File: config.mk
export PLATFORM = sky130hd
export DESIGN_NAME = fnd_top
export DESIGN_NICKNAME = d
export VERILOG_FILES = /design/src/rtl/fnd_pkg.sv /design/src/rtl/fnd_ratio.sv /design/src/rtl/fnd_prescaler.sv /design/src/rtl/fnd_swallow.sv /design/src/rtl/fnd_top.sv
export SDC_FILE = /design/constraint.sdc
export NUM_CORES = 1
export LEC_CHECK = 0
export BUFFER_PORTS_ARGS = -buffer_cell sky130_fd_sc_hd__buf_4
export CORE_ASPECT_RATIO = 0.75
export CORE_UTILIZATION = 40
export DETAILED_ROUTE_END_ITERATION = 12
export PLACE_DENSITY = 0.59
export SYNTH_ARGS = -nofsm -noshare
export SYNTH_HDL_FRONTEND = slang
export SYNTH_SLANG_ARGS = --single-unit
export TNS_END_PERCENT = 50
File: constraint.sdc
create_clock -name clk -period 5.5 [get_ports clk]
set_clock_uncertainty 0.1 [all_clocks]
set_input_delay 0.55 -clock clk [delete_from_list [all_inputs] [get_ports clk]]
set_output_delay 0.55 -clock clk [all_outputs]
set_load 0.1 [all_outputs]
File: src/rtl/fnd_pkg.sv
package fnd_pkg;

  localparam int unsigned DEF_INT_W    = 9;
  localparam int unsigned DEF_FRAC_W   = 12;
  localparam int unsigned DEF_PL_LOG2  = 2;
  localparam int unsigned DEF_NMIN_LO  = 31;
  localparam int unsigned DEF_NMIN_HI  = 91;

  typedef enum logic {
    PS_LOW  = 1'b0,
    PS_HIGH = 1'b1
  } ps_mode_e;

endpackage

File: src/rtl/fnd_ratio.sv
module fnd_ratio
  import fnd_pkg::*;
#(
  parameter int unsigned INT_W   = DEF_INT_W,
  parameter int unsigned FRAC_W  = DEF_FRAC_W,
  parameter int unsigned PL_LOG2 = DEF_PL_LOG2,
  parameter int unsigned NMIN_LO = DEF_NMIN_LO,
  parameter int unsigned NMIN_HI = DEF_NMIN_HI,
  localparam int unsigned N_W    = INT_W + 1,
  localparam int unsigned S_W    = PL_LOG2 + 1
) (
  input  logic              clk,
  input  logic              rst_n,
  input  logic              load,
  input  logic              restart,
  input  logic              period_end,
  input  logic [INT_W-1:0]  int_val,
  input  logic [FRAC_W-1:0] frac_val,
  input  logic [FRAC_W-1:0] mod_val,
  input  logic              pre_sel,
  output logic              int_err,
  output logic              frac_err,
  output logic [N_W-1:0]    ld_main,
  output logic [S_W-1:0]    ld_swal,
  output logic              ld_hi,
  output logic              p_hi_q
);

  localparam logic [N_W-1:0] MASK_LO = N_W'((1 << PL_LOG2) - 1);
  localparam logic [N_W-1:0] MASK_HI = N_W'((1 << (PL_LOG2 + 1)) - 1);

  ps_mode_e            mode;
  logic [INT_W-1:0]    nmin;
  logic [INT_W-1:0]    int_c;
  logic [FRAC_W-1:0]   frac_c;
  logic [FRAC_W:0]     sum;
  logic                wrap;
  logic                carry;
  logic [N_W-1:0]      n_eff;
  logic [FRAC_W-1:0]   acc_q;
  logic [FRAC_W-1:0]   acc_d;
  logic                acc_en;
  logic                p_hi_d;

  // operand conditioning
  always_comb begin
    mode     = pre_sel ? PS_HIGH : PS_LOW;
    nmin     = (mode == PS_HIGH) ? INT_W'(NMIN_HI) : INT_W'(NMIN_LO);
    int_err  = int_val < nmin;
    int_c    = int_err ? nmin : int_val;
    frac_err = frac_val > mod_val;
    frac_c   = frac_err ? mod_val : frac_val;
  end

  // first-order accumulator step and ratio split
  always_comb begin
    sum     = {1'b0, acc_q} + {1'b0, frac_c};
    wrap    = (mod_val != '0) && (sum >= {1'b0, mod_val});
    carry   = period_end && !restart && wrap;
    n_eff   = {1'b0, int_c} + N_W'(carry);
    if (mode == PS_HIGH) begin
      ld_main = n_eff >> (PL_LOG2 + 1);
      ld_swal = S_W'(n_eff & MASK_HI);
    end else begin
      ld_main = n_eff >> PL_LOG2;
      ld_swal = S_W'(n_eff & MASK_LO);
    end
    ld_hi   = ld_swal != '0;
  end

  // next state
  always_comb begin
    acc_en = restart || period_end;
    if (restart) begin
      acc_d = '0;
    end else if (wrap) begin
      acc_d = FRAC_W'(sum - {1'b0, mod_val});
    end else begin
      acc_d = FRAC_W'(sum);
    end
    p_hi_d = (mode == PS_HIGH);
  end

  // registers
  always_ff @(posedge clk or negedge rst_n) begin
    if (!rst_n) begin
      acc_q  <= '0;
      p_hi_q <= 1'b0;
    end else begin
      if (acc_en) begin
        acc_q <= acc_d;
      end
      if (load) begin
        p_hi_q <= p_hi_d;
      end
    end
  end

endmodule

File: src/rtl/fnd_prescaler.sv
module fnd_prescaler
  import fnd_pkg::*;
#(
  parameter int unsigned PL_LOG2 = DEF_PL_LOG2,
  localparam int unsigned PC_W   = PL_LOG2 + 2
) (
  input  logic clk,
  input  logic rst_n,
  input  logic load,
  input  logic ld_hi,
  input  logic nxt_hi,
  input  logic p_hi,
  output logic tick
);

  localparam logic [PC_W-1:0] LAST_LO = PC_W'((1 << PL_LOG2) - 1);
  localparam logic [PC_W-1:0] LAST_HI = PC_W'((1 << (PL_LOG2 + 1)) - 1);

  logic [PC_W-1:0] cnt_q;
  logic [PC_W-1:0] cnt_d;
  logic            hi_q;
  logic            hi_d;
  logic [PC_W-1:0] last;

  always_comb begin
    last = (p_hi ? LAST_HI : LAST_LO) + PC_W'(hi_q);
    tick = (cnt_q == last);
  end

  always_comb begin
    if (load) begin
      cnt_d = '0;
      hi_d  = ld_hi;
    end else if (tick) begin
      cnt_d = '0;
      hi_d  = nxt_hi;
    end else begin
      cnt_d = cnt_q + PC_W'(1);
      hi_d  = hi_q;
    end
  end

  always_ff @(posedge clk or negedge rst_n) begin
    if (!rst_n) begin
      cnt_q <= '0;
      hi_q  <= 1'b0;
    end else begin
      cnt_q <= cnt_d;
      hi_q  <= hi_d;
    end
  end

endmodule

File: src/rtl/fnd_swallow.sv
module fnd_swallow
  import fnd_pkg::*;
#(
  parameter int unsigned N_W = DEF_INT_W + 1,
  parameter int unsigned S_W = DEF_PL_LOG2 + 1
) (
  input  logic           clk,
  input  logic           rst_n,
  input  logic           load,
  input  logic           tick,
  input  logic [N_W-1:0] ld_main,
  input  logic [S_W-1:0] ld_swal,
  output logic           period_end,
  output logic           idle,
  output logic           nxt_hi,
  output logic [N_W-1:0] main_left,
  output logic [S_W-1:0] swal_left
);

  logic [N_W-1:0] main_d;
  logic [S_W-1:0] swal_d;
  logic           cnt_en;

  always_comb begin
    idle       = (main_left == '0);
    period_end = tick && (main_left == N_W'(1));
    nxt_hi     = swal_left > S_W'(1);
  end

  always_comb begin
    cnt_en = load || tick;
    if (load) begin
      main_d = ld_main;
      swal_d = ld_swal;
    end else begin
      main_d = main_left - N_W'(1);
      swal_d = (swal_left != '0) ? swal_left - S_W'(1) : swal_left;
    end
  end

  always_ff @(posedge clk or negedge rst_n) begin
    if (!rst_n) begin
      main_left <= '0;
      swal_left <= '0;
    end else if (cnt_en) begin
      main_left <= main_d;
      swal_left <= swal_d;
    end
  end

endmodule

File: src/rtl/fnd_top.sv
module fnd_top
  import fnd_pkg::*;
#(
  parameter int unsigned INT_W   = DEF_INT_W,
  parameter int unsigned FRAC_W  = DEF_FRAC_W,
  parameter int unsigned PL_LOG2 = DEF_PL_LOG2,
  parameter int unsigned NMIN_LO = DEF_NMIN_LO,
  parameter int unsigned NMIN_HI = DEF_NMIN_HI
) (
  input  logic              clk,
  input  logic              rst_n,
  input  logic              cnt_rst,
  input  logic [INT_W-1:0]  int_val,
  input  logic [FRAC_W-1:0] frac_val,
  input  logic [FRAC_W-1:0] mod_val,
  input  logic              pre_sel,
  output logic              fb_pulse,
  output logic              int_err,
  output logic              frac_err
);

  localparam int unsigned N_W = INT_W + 1;
  localparam int unsigned S_W = PL_LOG2 + 1;

  logic           load;
  logic           restart;
  logic           period_end;
  logic           idle;
  logic           tick;
  logic           nxt_hi;
  logic           ld_hi;
  logic           p_hi_q;
  logic [N_W-1:0] ld_main;
  logic [S_W-1:0] ld_swal;
  logic [N_W-1:0] main_left;
  logic [S_W-1:0] swal_left;
  logic           pulse_d;

  always_comb begin
    restart = cnt_rst || idle;
    load    = restart || period_end;
    pulse_d = period_end && !cnt_rst;
  end

  fnd_ratio #(
    .INT_W  (INT_W),
    .FRAC_W (FRAC_W),
    .PL_LOG2(PL_LOG2),
    .NMIN_LO(NMIN_LO),
    .NMIN_HI(NMIN_HI)
  ) u_ratio (
    .clk       (clk),
    .rst_n     (rst_n),
    .load      (load),
    .restart   (restart),
    .period_end(period_end),
    .int_val   (int_val),
    .frac_val  (frac_val),
    .mod_val   (mod_val),
    .pre_sel   (pre_sel),
    .int_err   (int_err),
    .frac_err  (frac_err),
    .ld_main   (ld_main),
    .ld_swal   (ld_swal),
    .ld_hi     (ld_hi),
    .p_hi_q    (p_hi_q)
  );

  fnd_prescaler #(
    .PL_LOG2(PL_LOG2)
  ) u_pre (
    .clk   (clk),
    .rst_n (rst_n),
    .load  (load),
    .ld_hi (ld_hi),
    .nxt_hi(nxt_hi),
    .p_hi  (p_hi_q),
    .tick  (tick)
  );

  fnd_swallow #(
    .N_W(N_W),
    .S_W(S_W)
  ) u_cnt (
    .clk       (clk),
    .rst_n     (rst_n),
    .load      (load),
    .tick      (tick),
    .ld_main   (ld_main),
    .ld_swal   (ld_swal),
    .period_end(period_end),
    .idle      (idle),
    .nxt_hi    (nxt_hi),
    .main_left (main_left),
    .swal_left (swal_left)
  );

  always_ff @(posedge clk or negedge rst_n) begin
    if (!rst_n) begin
      fb_pulse <= 1'b0;
    end else begin
      fb_pulse <= pulse_d;
    end
  end

endmodule

==> impl_metrics.json <==
{
  "outcome": "complete, but fails checks",
  "violations": "setup timing",
  "wl_per_cell_um": 16.52,
  "maxCapViolations": 0,
  "root_buffer": "clkbuf_16",
  "grt_overflow": 0,
  "die_area_sq_um": 9578,
  "syn2layout_area_growth_pct": 58.36,
  "muxShareOfSynthArea_pct": 7.525,
  "synth_most_common_cell": "ha_1",
  "wl_met1_um": 6059,
  "cp_slowest_cell": "or3_4",
  "cts_tree": "yes",
  "ir_drop_uv": 153.9,
  "detail-route-antenna-nets": 0,
  "drtIter0Drc": 236,
  "first_pass_iters": 5,
  "rsz0062_at_grt": "true",
  "die_y_um": 85.01,
  "power_density_nw_per_um2": 229.9,
  "worstPathRequired_ps": 5540,
  "grt_pass1_wl_um": 18210,
  "cts_made_buffers": 5,
  "synth-simple-area-share_pct": 20.57,
  "slowest_delay_ps": 460,
  "clkSinkCount": 32,
  "fmax_ghz": 0.1612,
  "core_area_sq_um": 8672,
  "syn-num-nets": 514,
  "synth_area_leaders": "dfrtp_1 22%, ha_1 16%, o21ai_0 4.1%",
  "wl_met2_um": 5076,
  "grt_max_degree": 33,
  "fin_nets": 679,
  "final-setup-viol-count": 11,
  "drv_slew": 0,
  "netlist.area_leader.share_pct": 21.79,
  "synth-edff-count": 0,
  "drt_wl_total_um": 11600,
  "cts_hold_buf": 0,
  "yosysWarnings": 0,
  "hpwl_um": 8402,
  "synth_area_sq_um": 3675,
  "port_buffers": 39,
  "ys_ff_latch": 32,
  "num_io_pins": 40,
  "final_layout_size_suffix_gt1_share_pct": 47.98,
  "synth_xor_xnor_area_share_pct": 7.150,
  "synthCells": 428,
  "worstSetupEndpointType": "flop",
  "period_share_pct": 112.8,
  "diodes": 0,
  "slew_headroom_pct": 46.90,
  "grt_usage_pct": 23.95,
  "synthAdderAreaFrac_pct": 17.09,
  "h-tree-depth": 2,
  "hp-class": "input port to asynchronous set/reset pin",
  "critPathLaunchType": "input port",
  "synth_common_cells": "47 x ha_1, 32 x dfrtp_1, 30 x o21ai_0, 29 x a21oi_1, 29 x nor2_1",
  "nFillCells": 664,
  "clk_latency_ps": 280,
  "ys.flop_type": "dfrtp_1",
  "synth_top_family_by_area": "compound AO/OA/AOI/OAI gates",
  "hold_violations": 0,
  "cp_max_fo": 5,
  "vias": 3928,
  "path_clk_slew_ps": 50,
  "num_rows": 29,
  "route.met3.wl_um": 357,
  "worst_slack_ps": -701.9,
  "power.leakage_nw": 2.709,
  "fin_crit_ps": 6202,
  "antenna_found_initial": 0,
  "synth_async_sr_flop_share_pct": 100.0,
  "cp.arrival_ps": 6240,
  "drc": 0,
  "path_class": "input port to flop",
  "whs_ps": 105.9,
  "synth-compound-area-share_pct": 21.82,
  "initial_core_util_pct": 42.37,
  "avgViaCountPerCell": 5.595,
  "die_width_um": 112.7,
  "multi_input_area_sq_um": 3302,
  "clock_path_buffers": 2,
  "seq_area_sq_um": 800.8,
  "synth.avg_cell_area_sq_um": 8.586,
  "top_layer": "met4",
  "gp_congestion": 0.8403,
  "first_global_vias": 3739,
  "ys_types": 66,
  "yosys.area.top_type": "dfrtp_1",
  "worst_pin_slew_ps": 791.7,
  "synth_seq_area_share_pct": 21.79,
  "final_util_pct": 67.10
}
## through the flow
step                setup TNS (ps)  setup WS, ps  power [mW]  std cells  area, sq um
global placement            -12360         -1137      0.9643        667         4976
CTS                          -4936        -621.9       1.299        693         5518
detailed placement          -13520         -1221      0.9754        667         4976
global route                 -8377        -930.0       1.430        702         5819
finish                       -5580        -701.9       1.338        702         5819
floorplan                    -6807        -937.4      0.7596        428         3832
## cell families (layout without fill, tap and decap cells)
group	count (synthesis)	in the layout
muxes	25	25
xor gates and xnor gates	30	30
adders and majority gates	49	49
and+or+nand+nor	138	138
DFF	32	32
AOI/OAI and AO/OA	118	118
buffers and inverters	36	202
## final cells by class
cell class	count	share of cell area [%]
multi-input cells	360	56.74
repair buffers	169	22.79
flip-flops and latches	32	13.76
well taps	108	2.322
clock buffers	5	2.150
inverters	25	1.914
clock inverters	3	0.3225
## flip-flops by register name, indices dropped and copies added (netlist names)
| signal | count |
|---|---|
| u_pre.cnt_q | 4 |
| u_cnt.main_left | 10 |
| u_ratio.p_hi_q | 1 |
| fb_pulse | 1 |
| u_ratio.acc_q | 12 |
| u_cnt.swal_left | 3 |
| u_pre.hi_q | 1 |
## repair_timing
item | in CTS | in global routing
endpoints found under the hold margin | 0 | 0
buffers inserted | 18 | 10
pin swaps | 49 | 39
resized for setup | 50 | 45
gates cloned | 0 | 0
endpoints found under the setup margin | 15 | 21
## metal layers
layer  vias to the layer above  track usage, %
met1                      1907           37.13
li1                       1932               -
met3                        11           2.500
met2                        78           36.20
met5                         -               0
met4                         0           3.636
## worst max-delay path: cells and delay by family
kind | cells | cell delay [ps]
buf+inv | 8 | 920
compound gates | 7 | 1710
simple gates | 5 | 1080
fa+ha+maj | 5 | 1180
mux | 2 | 460
xor+xnor | 2 | 340
## layout by cell type, fill, tap and decap left out, types with 9 or more instances in the layout
master     n
a21o_1    12
a21oi_1   16
a21oi_2   14
buf_4    158
dfrtp_1   32
ha_1      27
ha_4      19
inv_1     18
mux2i_1    9
nand2_1   26
nand3_1   10
nor2_1    23
nor4_1     9
o21ai_0   22
xnor2_1   13
xor2_1    12
## power breakdown
group	switching, mW	internal (mW)
combinational	0.356	0.365
sequential	0.0608	0.283
clock	0.107	0.167
## path summary, 6_finish.rpt
kind,from,endpoint,slack (ps),cells after the start
min reg2reg,u_ratio.p_hi_q,u_ratio.p_hi_q,400,2
min in group clk,cnt_rst,fb_pulse,360,2
min,rst_n,u_cnt.main_left[9],110,1
max,mod_val[8],u_cnt.main_left[2],-700,29
max in group asynchronous,rst_n,u_cnt.swal_left[0],4880,1
max reg2reg,u_ratio.acc_q[0],u_cnt.main_left[2],850,23
Power figures use the tool's default switching activity.
